<file path="src/rtl/gtmr_pkg.sv">
package gtmr_pkg;

    localparam int CNT_W = 16;

    typedef enum logic [1:0] {
        SHOT_IDLE   = 2'd0,
        SHOT_ARMED  = 2'd1,
        SHOT_WINDOW = 2'd2
    } shot_state_t;

    typedef struct packed {
        logic src_sel;
        logic invert;
        logic toggle;
    } gate_cfg_t;

    function automatic logic rise_of(input logic now, input logic prev);
        return now & ~prev;
    endfunction

endpackage

</file>
<file path="src/rtl/gtmr_gate_cond.sv">
module gtmr_gate_cond
    import gtmr_pkg::*;
#(
    parameter int SYNC_STAGES = 2
) (
    input  logic      clk,
    input  logic      rst,
    input  logic      run,
    input  gate_cfg_t cfg,
    input  logic      pin,
    input  logic      peer,
    output logic      gate
);
    logic [SYNC_STAGES-1:0] sync_q;
    logic src, pol, pol_q, flip_q;

    always_ff @(posedge clk) begin
        if (rst) sync_q <= '0;
        else     sync_q <= {sync_q[SYNC_STAGES-2:0], pin};
    end

    assign src = cfg.src_sel ? peer : sync_q[SYNC_STAGES-1];
    assign pol = src ^ cfg.invert;

    always_ff @(posedge clk) begin
        if (rst) begin
            pol_q  <= 1'b0;
            flip_q <= 1'b0;
        end else begin
            pol_q <= pol;
            if (!cfg.toggle || !run)
                flip_q <= 1'b0;
            else if (rise_of(pol, pol_q))
                flip_q <= ~flip_q;
        end
    end

    assign gate = cfg.toggle ? flip_q : pol;
endmodule

</file>
<file path="src/rtl/gtmr_shot_ctl.sv">
module gtmr_shot_ctl
    import gtmr_pkg::*;
(
    input  logic clk,
    input  logic rst,
    input  logic run,
    input  logic mode,
    input  logic arm,
    input  logic gate,
    output logic eff_gate,
    output logic busy,
    output logic done
);
    shot_state_t state_q, state_d;
    logic gate_q, gate_rise;

    assign gate_rise = rise_of(gate, gate_q);

    always_comb begin
        state_d = state_q;
        unique case (state_q)
            SHOT_IDLE:   if (arm) state_d = SHOT_ARMED;
            SHOT_ARMED:  if (gate_rise) state_d = SHOT_WINDOW;
            SHOT_WINDOW: if (!gate) state_d = SHOT_IDLE;
            default:     state_d = SHOT_IDLE;
        endcase
        if (!mode || !run) state_d = SHOT_IDLE;
    end

    always_ff @(posedge clk) begin
        if (rst) begin
            state_q <= SHOT_IDLE;
            gate_q  <= 1'b0;
            done    <= 1'b0;
        end else begin
            state_q <= state_d;
            gate_q  <= gate;
            done    <= mode && run && (state_q == SHOT_WINDOW) && !gate;
        end
    end

    always_comb begin
        if (mode)
            eff_gate = ((state_q == SHOT_ARMED) && gate_rise) ||
                       ((state_q == SHOT_WINDOW) && gate);
        else
            eff_gate = gate;
    end

    assign busy = (state_q != SHOT_IDLE);
endmodule

</file>
<file path="src/rtl/gtmr_counter.sv">
module gtmr_counter #(
    parameter int WIDTH = 16
) (
    input  logic             clk,
    input  logic             rst,
    input  logic             step,
    output logic [WIDTH-1:0] value,
    output logic             wrapped
);
    localparam logic [WIDTH-1:0] TOP = '1;

    always_ff @(posedge clk) begin
        if (rst) begin
            value   <= '0;
            wrapped <= 1'b0;
        end else begin
            wrapped <= step && (value == TOP);
            if (step) value <= value + 1'b1;
        end
    end
endmodule

</file>
<file path="src/rtl/gated_timer.sv">
module gated_timer
    import gtmr_pkg::*;
(
    input  logic             clk,
    input  logic             rst,
    input  logic             tmr_on_i,
    input  logic             gate_en_i,
    input  logic             gate_src_i,
    input  logic             gate_pin_i,
    input  logic             peer_wrap_i,
    input  logic             gate_inv_i,
    input  logic             toggle_en_i,
    input  logic             pulse_mode_i,
    input  logic             pulse_arm_i,
    output logic [CNT_W-1:0] count_o,
    output logic             wrap_o,
    output logic             window_done_o,
    output logic             gate_val_o,
    output logic             pulse_busy_o
);
    gate_cfg_t cfg;
    logic      cond_gate, shot_gate, step;

    assign cfg = '{src_sel: gate_src_i, invert: gate_inv_i, toggle: toggle_en_i};

    gtmr_gate_cond #(.SYNC_STAGES(2)) u_cond (
        .clk  (clk),
        .rst  (rst),
        .run  (tmr_on_i),
        .cfg  (cfg),
        .pin  (gate_pin_i),
        .peer (peer_wrap_i),
        .gate (cond_gate)
    );

    gtmr_shot_ctl u_shot (
        .clk      (clk),
        .rst      (rst),
        .run      (tmr_on_i),
        .mode     (pulse_mode_i),
        .arm      (pulse_arm_i),
        .gate     (cond_gate),
        .eff_gate (shot_gate),
        .busy     (pulse_busy_o),
        .done     (window_done_o)
    );

    assign step = tmr_on_i && (gate_en_i ? shot_gate : 1'b1);

    gtmr_counter #(.WIDTH(CNT_W)) u_cnt (
        .clk     (clk),
        .rst     (rst),
        .step    (step),
        .value   (count_o),
        .wrapped (wrap_o)
    );

    assign gate_val_o = cond_gate;
endmodule

</file>
<file path="config.mk">
export PLATFORM = sky130hd
export DESIGN_NAME = gated_timer
export DESIGN_NICKNAME = d
export VERILOG_FILES = /design/src/rtl/gtmr_pkg.sv /design/src/rtl/gtmr_gate_cond.sv /design/src/rtl/gtmr_shot_ctl.sv /design/src/rtl/gtmr_counter.sv /design/src/rtl/gated_timer.sv
export SDC_FILE = /design/constraint.sdc
export NUM_CORES = 1
export LEC_CHECK = 0
export CORE_MARGIN = 4
export CORE_UTILIZATION = 52
export DETAILED_ROUTE_END_ITERATION = 8
export DONT_BUFFER_PORTS = 1
export PLACE_DENSITY = 0.82
export SLEW_MARGIN = 20
export SYNTH_ARGS = -nofsm -noshare
export SYNTH_HDL_FRONTEND = slang
export SYNTH_HIERARCHICAL = 1
export SYNTH_SLANG_ARGS = --single-unit
</file>
<file path="constraint.sdc">
create_clock -name clk -period 2.6 [get_ports clk]
set_clock_uncertainty 0.2 [all_clocks]
set_input_delay 0.26 -clock clk [delete_from_list [all_inputs] [get_ports clk]]
set_output_delay 0.26 -clock clk [all_outputs]
set_load 0.005 [all_outputs]
</file>
==> results, run 1 <==
- The flow ran to the end, and the final reports show no timing, DRC or antenna violations.
- The die outline width is between 50 and 60 um.
- After layout, the minimum clock period comes to 2.51 ns.
- The worst setup margin is 0.0881 ns.
- The internal power of the cells totals ~470 uW.
- STA classifies the critical path startpoint as an input port.
- The max-capacitance violation count is 0.
- The die footprint is about 3000 um^2.
- The power share of the sequential group is 64.9%.
- The proportion of synthesized chip area in sequential cells is a little under half.
- After legalization and detailed placement, the total HPWL measured 1520 um.
- The clock power share is 27.1%.
- Power comes to 611 uW.
- The final clock period utilization by the worst path is between 90% and 100%.
- The number of H-tree levels is 1.
- The routed via count divided by cell count is 5.50.
- Setup repair after global routing could not meet its margin everywhere.
- The worst hold path class is in2reg.
- The total DRC errors in the routed layout is 0.
- Summed over all layers, the routed wires come to 2180 um.
- The clock passes through at most 2 buffers.
- The area growth from synthesis to layout is 12.8%.
- Once placement finished, the instance area stood at 1130 um^2.
- The number of cells on the worst reg-to-reg path is 11.
- For this run, asynchronously set or reset flops after synthesis account for 0%.
- The worst slack at placement is 0.131 ns.
- The worst setup path is captured at a flip-flop.
- The first-pass iteration count of the detailed router is 5.
- The reg-to-reg setup timing slack is between 0.1 and 0.15 ns.
- The worst vdd rail ir drop is 0.310 mV.
- The leading area contributor after synthesis is dfxtp_1.
- For the final routed database, the setup TNS stands at 0 ns.
- The area of all placed cells without fillers is 1240 um^2.
- The number of global-route vias before repair was 840.
- The number of vias after detailed routing is 853.
- The initial detailed-routing violation count is 15.
- The data required time of the critical path is 2.64 ns.
- The congestion estimate from routability-driven global placement came to 0.726.
- The number of hold violations in the final report is 0.
- The most numerous cell in the Yosys netlist is dfxtp_1.
- The fraction of layout cells with a size suffix above 1 is 12.5%.
- The global-route wire length before repair is 3560 um.
- The commonest register cell after synthesis is dfxtp_1.
- The total congestion overflow is 0.
- The count of nets left with antenna violations after detail routing is 0.
- Yosys mapped a number of flops with a built-in enable equal to 0.
- The data arrival time of the critical path is 2.55 ns.
- The CTS tree is done.
- After clock tree synthesis, the clock-pin slew on the worst setup and hold paths is 0.13 ns.
- Across the whole layout, storage elements account for about 500 um^2.
- The final layout contains 141 nets.
- By count the netlist is led by dfxtp_1, nor2_1, xor2_1, nand2_1, nand4_1.
- In this run the power density over the cells is 491 nW/um^2.
- Buffers placed on the I/O ports in this run total 0.
- For this configuration, the core starts out at a cell density of 55.6%.
- The post-synthesis cell type count is 38.
- The tree is rooted in a clkbuf_4.
- Fill cells in the final layout number 170.
- The final max-slew violation count is 0.
- The count of clock tree sinks is 25.
- The headroom to the max-slew limit is 43.1%.
- Setup violations remaining at the end of the flow were counted as 0.
- The total clock buffers created by CTS is 3.
- The count of cells along the worst hold path is 3.
- The total core area is 1980 um^2.
- The total nets after synthesis is 130.
- Yosys printed 6 warnings.
- The source-to-sink clock delay at the later pin of the worst-skew pair is 0.31 ns.
- In this run the static leakage power is between 0.4 and 0.5 nW.
- Summing all multi-input logic gate instances after layout gives 568 um^2.
- The post-synthesis cell area is 1100 um^2.
- Global routing used between 10% and 20% of the available tracks across all layers.
- The per-instance average area after synthesis is 9.34 um^2.
- The number of top-level design ports is 31.
- The die is 54.0 um tall.
- 0 antenna diodes ended up in the layout.
- Yosys attributes the largest share of cell area to dfxtp_1, xor2_1, nor2_1, nand4_1, mux2i_1.
- The net switching power of the design is 137 uW.
- After synthesis, the largest area contributor takes up a little under half of total cell area.
- The critical-path maximum fanout is 4.
- Timing would allow up to 398 MHz.
- The pin count of the biggest net entering global routing is 26.
- The initial antenna violation count is 0.
- Combinational logic burns 8.0% of the power.
- The floorplan has 16 rows.
- The instance count of the mapped netlist is 118.
- At the pin with the least slew margin, the transition time is about 0.85 ns.
- The kind of critical path is in2reg.
- Once layout is complete, the utilization of the core stands at 62.8%.
- The switching portion of total power is 22.4%.
- The average routed wire per standard cell is 14.1 um.
- In this run, synthesis produced a sequential element count of 25.
[metal layers]
layer / part of all wire, % / up-vias / global-route usage [%]
li1: - / 425 / -
met1: 43 / 395 / 19.9
met2: 49 / 31 / 28.0
met3: 8.2 / 2 / 4.16
met4: 0.55 / 0 / 6.22
met5: 0 / - / 0
[logic make-up (layout without fill, tap and decap cells)]
family / after synthesis / after routing / share of synthesized area (%)
muxes: 4 / 4 / 3.97
DFF: 25 / 25 / 45.4
xor gates and xnor gates: 13 / 13 / 10.3
adders and majority gates: 1 / 1 / 1.13
and+or+nand+nor: 58 / 58 / 30.2
buffers and inverters: 8 / 18 / 3.86
AOI/OAI and AO/OA: 9 / 9 / 5.11
[cells in the final DEF, fill, tap and decap left out, types with 2 or more instances in the layout]
cell            n
inv_1           3
nand4_1         6
dlygate4sd3_1   8
or3_1           3
clkbuf_4        3
nor2_1         18
xor2_1         11
nand3_1         2
o21ai_0         3
a21oi_1         2
and4_1          3
nor4_1          2
xnor2_1         2
mux2i_1         3
dfxtp_1        25
nand2_1         7
buf_4           3
nor2b_1         3
[power groups by stage]
stage	sequential, mW	clock, mW	combinational (mW)
after global placement	0.405	0	0.0319
after detailed placement	0.405	0	0.0329
final	0.396	0.166	0.0486
after global routing	0.398	0.184	0.0537
after CTS	0.397	0.176	0.0484
after floorplan	0.404	0	0.0292
[worst max-delay path: stages]
cell and delay, ns:
dlygate4sd3_1 0.55, xor2_1 0.19, o21ai_1 0.19, inv_1 0.10, a31oi_1 0.14, inv_1 0.07, a21boi_2 0.17, and4_1 0.25
nand3_2 0.11, or3_1 0.38, a21oi_1 0.14
[sequential cells by signal, indices dropped and copies added (netlist names)]
name and count:
u_cnt/value 16, u_cond/sync_q 2, u_shot/state_q 2, u_cnt/wrapped 1
u_cond/flip_q 1, u_cond/pol_q 1, u_shot/done 1, u_shot/gate_q 1
[stage by stage]
step | hold slack [ns] | cells
floorplan | 0.127 | 118
global placement | 0.133 | 143
detailed placement | 0.134 | 143
CTS | 0.0301 | 155
global route | 0.0391 | 155
finish | 0.0507 | 155
[layout make-up]
type / instances / area share (%)
Inverter: 3 / 0.905
Clock buffer: 3 / 1.81
Clock inverter: 1 / 0.402
Tap cell: 27 / 2.72
Sequential cell: 25 / 40.2
Multi-Input combinational cell: 85 / 45.7
Timing Repair Buffer: 11 / 8.25
[worst paths after layout]
path                 endpoint             start
min reg2reg  u_cond/sync_q[1]  u_cond/sync_q[0]
max reg2reg   u_cnt/value[15]  u_cond/sync_q[1]
max           u_cnt/value[15]        gate_inv_i
min             u_cond/flip_q        gate_inv_i
[repair_timing]
| action | 4_1_cts | 5_1_grt |
|---|---|---|
| buffers inserted | 0 | 0 |
| resized for setup | 0 | 1 |
| setup endpoints to repair | 0 | 1 |
| endpoints found under the hold margin | 25 | 0 |
| hold buffers | 8 | 0 |
Power figures use the tool's default switching activity.
==> run 2: changes to the inputs <==
--- a/config.mk
+++ b/config.mk
@@ -5,10 +5,12 @@
 export SDC_FILE = /design/constraint.sdc
 export NUM_CORES = 1
 export LEC_CHECK = 0
+export ABC_AREA = 1
 export CORE_MARGIN = 4
 export CORE_UTILIZATION = 52
 export DETAILED_ROUTE_END_ITERATION = 8
 export DONT_BUFFER_PORTS = 1
+export MAX_ROUTING_LAYER = met4
 export PLACE_DENSITY = 0.82
 export SLEW_MARGIN = 20
 export SYNTH_ARGS = -nofsm -noshare
==> results, run 2 <==
- The data required time of the critical path is ~2.6 ns.
- The critical path in this run is classified as reg2reg.
- The cell count after synthesis came out at 192.
- The non-filler instance count after layout is 235.
- A synthesized cell averages approximately 6.5 um^2.
- The total congestion overflow is 0.
- The total of buffers placed on input and output ports is 0.
- The number of cell rows is 17.
- The initial antenna violation count was 0.
- The number of setup buffers added after CTS is 0.
- The synthesized design spends more area on one cell type than any other, namely dfxtp_1.
- The final setup violation count is 0.
- The headroom to the max-slew limit is 68.7%.
- After synthesis, flip-flops and latches occupy 39.9% of the total area.
- The combined global-route utilization of all metal layers is 19.2%.
- The pin slew with the least headroom to its limit is 0.468 ns.
- The slowest cell on the critical path is dfxtp_1.
- The initial utilization of the core area, before any placement, comes to a little under three fifths.
- The die is 57.1 um wide.
- Leaving out fill and tap cells, the most frequent cells in the layout are nand2_1, nor2_1, inv_1.
- After detailed routing, the number of vias per cell comes to 5.15.
- The count of antenna diodes in the layout is 0.
- The final clock period utilization by the worst path is about 92%.
- Once detail routing completed, the nets flagged for antenna violations numbered 0.
- The signal on the critical path passes through nand2_2 -> nand2_2 -> nand2_2 -> nand2_1 -> o21ai_2 -> inv_2 -> nor2_4 -> nand3_1 -> nand2_1 -> inv_1 -> a21oi_4 -> nand2_1 -> inv_1 -> nand2_1 -> nor2_1 -> nand3_1 -> nand2_1 -> nor2_1.
- By count the netlist is led by nand2_1, nor2_1, inv_1, dfxtp_1, nand3_1.
- The startpoint of the worst-slack reg-to-reg timing path is u_cond/sync_q[1].
- The number of H-tree levels is 1.
- The kind of end point of the critical path is a flip-flop.
- The flip-flop count of the largest register after layout is 16.
- The worst vdd rail ir drop is a little over 0.3 mV.
- During synthesis, Yosys emitted a total of 6 warnings.
- The register bit total from synthesis is 25.
- In this run, synthesis inferred 0 flip-flops with an integrated enable.
- The clock transition at the register clock pins on the worst setup and hold paths after CTS is around 0.13 ns.
- The number of top-level design ports is 31.
- The CTS tree is done.
- More flip-flops sit in one register than any other, and that register is u_cnt/value.
- The first-pass iteration count of the detailed router is 4.
- After synthesis, the cell types taking the most area are dfxtp_1, nand2_1, nor2_1, inv_1, nand3_1.
- The total DRC errors in the routed layout is 0.
- In this run, the number of DRC markers left after iteration 0 of detailed routing was 66.
- The total power divided by cell area is 436 nW/um^2.
- The number of hold violations in the final report was 0.
- The clock tree buffer depth is 2.
- The number of global-route vias before repair is ~1100.
- The total clock buffers created by CTS is 3.
- The final max-slew violation count is 0.
- The pin count of the biggest net entering global routing is 14.
- Once layout is complete, the utilization of the core stands at 63.9%.
- The average routed wire per standard cell is 12.5 um.
- The vertical extent of the die is between 50 and 60 um.
- The post-route setup TNS is 0 ns.
- After layout, the design draws a total of about 630 uW.
- Tracing the worst setup path back leads to its startpoint at u_cond/sync_q[1].
- Setup slack on the critical path of the routed design comes to 0.202 ns.
- The critical path contains buffers and inverters numbering 3 combined.
- In this run the worst hold path is classified as in2reg.
- From synthesis to final layout, the design area changed by 14.9%.
- Summed over all layers, the routed wires come to 2930 um.
- The nature of the critical path startpoint is a flip-flop.
- For the worst setup path, the data arrival time is 2.39 ns.
- The first global-routing pass estimated around 4900 um of wire.
- For this run, the leading register cell type out of synthesis is dfxtp_1.
- The source-to-sink clock delay at the later pin of the worst-skew pair is 0.30 ns.
- For this run, the slowest stage of the critical path takes 0.33 ns.
- At the end of routability-driven placement, the weighted congestion stood at 0.879.
- The count of nets after finishing is 220.
- OpenSTA, run right after detailed placement, puts the worst setup slack at between 0.1 and 0.15 ns.
- The max-capacitance violation count is 0.
- The library cell used most frequently in the layout, excluding fill and tap cells, is nand2_1.
- In this run, placement finished with an instance count of 220.
- The largest registers in the layout are u_cnt/value (16), u_cond/sync_q (2), u_shot/state_q (2).
- The count of clock tree sinks is 25.
- The run finished with clean final reports.
- The clock tree root buffer cell is clkbuf_4.
- The start point of the worst min-delay path is gate_en_i.
- The fraction of registers with async set/reset is 0%.
- By instance count, the leading cell after synthesis is nand2_1.
- The total core area is 2250 um^2.
- The post-synthesis cell type count is 20.
- For the finished layout, the period the worst path requires is 2.40 ns.
- Setup repair after global routing left no endpoint under its margin.
- Detailed placement finished with a half-perimeter wire length of 2040 um.
- The library cell appearing most often on the critical path is nand2_1.
- The proportion of netlist area held by the largest area contributor is between 30% and 40%.
- The fraction of layout cells with a size suffix above 1 is 10.1%.
- The number of vias after detailed routing is 1210.
- The critical-path maximum fanout is 8.
- The reported leakage power is 0.620 nW.
- The die footprint is 3260 um^2.
- Based on the critical path, the design can be clocked at up to approximately 420 MHz.
- The kind of cell adding the most delay to the critical path is simple AND/OR/NAND/NOR gates.
- The total nets after synthesis is 204.
- The post-synthesis cell area is 1250 um^2.
## run 2: through the flow
step | instance area [um^2] | hold WS, ns
after floorplan | 1250 | 0.131
after CTS | 1420 | 0.0168
after global placement | 1290 | 0.134
final | 1440 | 0.0308
after detailed placement | 1290 | 0.136
after global routing | 1440 | 0.00747
## run 2: path summary, 6_finish.rpt
kind | to | slack, ns | cells past startpoint
max | u_cnt/value[13] | 0.20 | 18
min | u_cnt/value[2] | 0.03 | 3
max reg2reg | u_cnt/value[13] | 0.20 | 18
min reg2reg | u_cond/sync_q[1] | 0.22 | 2
## run 2: metal layers
| metal | GRT usage, % | wire length [um] |
|---|---|---|
| met5 | - | 0 |
| met4 | 6.62 | 17 |
| met3 | 3.85 | 232 |
| met2 | 33.0 | 1430 |
| met1 | 22.1 | 1250 |
## run 2: repair_timing
item                                    4_1_cts  5_1_grt
endpoints found under the hold margin        14        1
gates resized for setup                       0        3
endpoints found under the setup margin        0       10
hold buffers                                 10        1
## run 2: logic make-up after synthesis
logic type,count (synthesis),synth area share [%]
simple gates,117,41.3
xor+xnor,1,0.699
compound gates,17,7.78
fa+ha+maj,1,0.998
flops,25,39.9
buf+inv,31,9.28
## run 2: power breakdown
part           internal [mW]  switching, mW  leakage (nW)
clock                 0.0598          0.107        0.0150
combinational         0.0276         0.0357         0.402
sequential             0.390        0.00656         0.203
## run 2: tightest hold or removal path, cell delays in order
cell     delay (ns)
a21oi_4        0.06
a21oi_1        0.12
nor2_1         0.06
## run 2: area by class of cell
| class | instances | area (um^2) |
|---|---|---|
| Timing Repair Buffer | 12 | 118 |
| Multi-Input combinational cell | 136 | 648 |
| Sequential cell | 25 | 500 |
| Clock buffer | 4 | 26.3 |
| Inverter | 30 | 113 |
| Tap cell | 28 | 35.0 |
| Fill cell | 206 | 815 |
==> run 3: changes to the inputs <==
--- a/config.mk
+++ b/config.mk
@@ -10,10 +10,10 @@
 export CORE_UTILIZATION = 52
 export DETAILED_ROUTE_END_ITERATION = 8
 export DONT_BUFFER_PORTS = 1
+export GPL_TIMING_DRIVEN = 1
 export MAX_ROUTING_LAYER = met4
 export PLACE_DENSITY = 0.82
 export SLEW_MARGIN = 20
 export SYNTH_ARGS = -nofsm -noshare
 export SYNTH_HDL_FRONTEND = slang
-export SYNTH_HIERARCHICAL = 1
 export SYNTH_SLANG_ARGS = --single-unit
==> constraint.sdc (replaced) <==
create_clock -name clk -period 2.6 [get_ports clk]
set_clock_uncertainty 0.2 [all_clocks]
set_input_delay 0.26 -clock clk [delete_from_list [all_inputs] [get_ports clk]]
set_output_delay 0.26 -clock clk [all_outputs]
set_load 0.05 [all_outputs]
==> results, run 3 <==
- Entering global routing, the biggest net connects 32 pins.
- The number of cell rows is 17.
- For this run, the leading register cell type out of synthesis is dfxtp_1.
- In this run the vertical extent of the chip is 57.9 um.
- The count of cells along the worst hold path is 4.
- Each instance of the synthesized netlist takes up on average roughly 7.1 um^2.
- The routed via count divided by cell count is ~5.4.
- The endpoint with the worst hold slack is u_cnt.value[2].
- The total nets after synthesis is 195.
- The final weighted congestion in routability-driven placement is between 0.7 and 0.8.
- The data arrival time of the critical path is 1.94 ns.
- The number of H-tree levels is 1.
- The reg-to-reg setup timing slack is 0.68 ns.
- The cell area that synthesis handed to floorplanning was approximately 1300 um^2.
- The flip-flop count of the largest register after layout is 16.
- The fraction of layout cells with a size suffix above 1 is 14.7%.
- The final period demand of the worst path is around 1.9 ns.
- Counting every instance in the synthesized netlist gives 183.
- The repair_antennas step left the layout with diodes totalling 0.
- The clock reaches the later pin of the worst-skew pair after 0.32 ns.
- The initial antenna violation count was 0.
- Counting flops per register, the top entry is u_cnt.value.
- Clock tree synthesis inserted a total of 3 buffers.
- The worst hold path begins at tmr_on_i.
- The count of clock tree sinks is 25.
- Setup repair after global routing left no endpoint under its margin.
- The final max-slew violation count is 0.
- After synthesis, the share of flip-flops with an asynchronous set or reset is 0%.
- The worst register-to-register path has a depth of 10.
- Based on the critical path, the design can be clocked at up to 521 MHz.
- Pin placement for this block handled 31 I/O pins.
- The die outline width is 57.9 um.
- By area the synthesized netlist is led by dfxtp_1, nand2_1, nor2_1, a21oi_1, nand3_1.
- The area overhead of the layout relative to synthesis is 14.5%.
- The headroom to the max-slew limit is 59.3%.
- The worst path uses between 70% and 80% of the clock period.
- The reported leakage power is between 0.6 and 0.7 nW.
- Setup total negative slack on the finished layout was measured at 0 ns.
- The max-capacitance violation count is 0.
- The first-pass iteration count of the detailed router is 4.
- The clock transition at the register clock pins on the worst setup and hold paths after CTS is 0.14 ns.
- In the layout the commonest cells are nor2_1, nand2_1, dfxtp_1.
- The CTS tree is done.
- The clock tree buffer depth is 2.
- The total core area is 2300 um^2.
- Summed over all layers, the routed wires come to 3010 um.
- The worst hold path class is in2reg.
- The startpoint of the worst-slack reg-to-reg timing path is u_cnt.value[2].
- The post-place instance area is 1380 um^2.
- In this run, distinct cell masters in the synthesized netlist total 26.
- The largest registers in the layout are u_cnt.value (16), u_cond.sync_q (2), u_shot.state_q (2).
- Across the VDD grid, the largest voltage drop is ~0.27 mV.
- The number of vias after detailed routing is ~1300.
- The leading area contributor after synthesis is dfxtp_1.
- The library cell appearing most often on the critical path is nand3_1.
- The proportion of synthesized chip area in sequential cells is ~39%.
- In the synthesized netlist, the cells that appear most often are nand2_1, nor2_1, dfxtp_1, inv_1.
- In this run the remaining antenna-violating nets after routing total 0.
- The slowest cell on the critical path is dfxtp_1.
- The kind of end point of the critical path is a flip-flop.
- The clock tree root buffer cell is clkbuf_4.
- For this run, the total global-route usage over all layers was measured as 19.6%.
- The total power divided by cell area is 447 nW/um^2.
- Dividing the detail-routed wire length by the instance count gives 13.0 um.
- The total DRC errors in the routed layout is 0.
- The die footprint is 3350 um^2.
- For the pin with the worst max-slew slack, the measured transition is 0.610 ns.
- The total of buffers placed on input and output ports is 0.
- Prior to clock tree synthesis, the placed netlist has a worst setup slack of 0.707 ns.
- In this run the worst path has a maximum fanout of 4.
- The wire-length estimate of the detail-placed layout is 2180 um.
- The proportion of netlist area held by the largest area contributor is 38.6%.
- The checks that failed: negative hold slack.
- The worst setup path is launched from a flip-flop.
- Walking the worst path, the cells encountered are buf_4 -> nand3_1 -> nor2_1 -> nand3_1 -> nor3_2 -> nand3_1 -> nor2_1 -> nand3_1 -> nand2_1 -> nor2_1.
- The worst setup margin is 0.679 ns.
- The run finished, with violations left.
- The initial detailed-routing violation count is 31.
- At the worst endpoint, the required time is between 2 and 3 ns.
- The worst slack on hold paths is -0.00655 ns.
- The number of global-route vias before repair is 1266.
- The first global-routing pass estimated ~5200 um of wire.
- The total congestion overflow is 0.
- The worst register-to-register path ends at u_cnt.value[15].
- The kind of critical path is reg2reg.
- For this run, the slowest stage of the critical path takes 0.34 ns.
- Summing all non-filler instances in the final layout gives an area of between 1000 and 1500 um^2.
- In this run, synthesis inferred 0 flip-flops with an integrated enable.
- The number of hold violations in the final report is 1.
- The register bit total from synthesis is 25.
- The final setup violation count is 0.
- The synthesis warning total is 0.
- The count of nets after finishing is 217.
- The initial core utilization is 56.4%.
[run 3: changes by cell type after synthesis, sizes merged, moves of 2 or more]
cell    before  now
nand2       52   36
a21oi        8   18
nand3       14   22
inv         30   23
nor2        40   33
buf          0    4
o21ai        7    3
nand4        5    3
nor4         0    2
o21bai       2    0
or2          0    2
[run 3: worst max-delay path, delay by kind of cell (launching register included)]
family / cells / cell delay [ns]
flip-flops: 1 / 0.34
buffers and inverters: 1 / 0.21
AND/OR/NAND/NOR: 9 / 1.08
[run 3: cell type report]
type	count	area, um^2
Fill cell	212	815
Inverter	24	92.6
Multi-Input combinational cell	129	643
Tap cell	28	35.0
Clock buffer	4	26.3
Timing Repair Buffer	22	185
Sequential cell	25	500
[run 3: worst max-delay path by stage]
stage | slack [ns] | to | cells past startpoint | startpoint
floorplan | 0.46 | u_cnt.value[12] | 9 | u_cnt.value[0]
global placement | 0.79 | u_cnt.value[15] | 10 | u_cnt.value[2]
detailed placement | 0.71 | u_cnt.value[15] | 10 | u_cnt.value[2]
finish | 0.68 | u_cnt.value[15] | 10 | u_cnt.value[2]
global route | 0.53 | u_cnt.value[15] | 10 | u_cnt.value[2]
CTS | 0.68 | u_cnt.value[15] | 10 | u_cnt.value[2]
[run 3: stage by stage]
stage               utilization (%)  power (mW)  cells
floorplan                         -       0.478    183
global route                   64.5       0.688    232
finish                         64.5       0.663    232
detailed placement             59.9       0.482    220
global placement               59.9       0.477    220
CTS                            64.5       0.665    232
[run 3: per-layer routing]
| layer | routed length, um | vias to the layer above | track usage (%) |
|---|---|---|---|
| met5 | 0 | - | - |
| met4 | 30 | 0 | 4.64 |
| met3 | 195 | 4 | 4.01 |
| li1 | - | 633 | - |
| met1 | 1180 | 582 | 18.8 |
| met2 | 1600 | 34 | 39.0 |
[run 3: report_power, final]
part	switching (mW)	leakage (nW)	internal [mW]	total [mW]
logic	0.0614	0.422	0.0293	0.0908
registers	0.00409	0.203	0.391	0.395
clock network	0.118	0.0150	0.0600	0.178
total	0.183	0.639	0.480	0.663
[run 3: cell families (layout without fill, tap and decap cells)]
| logic type | Yosys count | after routing | share of synthesized area, % |
|---|---|---|---|
| adders and majority gates | 1 | 1 | 0.966 |
| AOI/OAI and AO/OA | 21 | 21 | 8.12 |
| and+or+nand+nor | 107 | 107 | 40.6 |
| buffers and inverters | 29 | 50 | 11.7 |
| DFF | 25 | 25 | 38.6 |
[run 3: repair_timing]
action,4_1_cts,5_1_grt
endpoints found under the hold margin,11,0
hold buffers,8,0
setup buffers,0,0
resized for setup,0,0
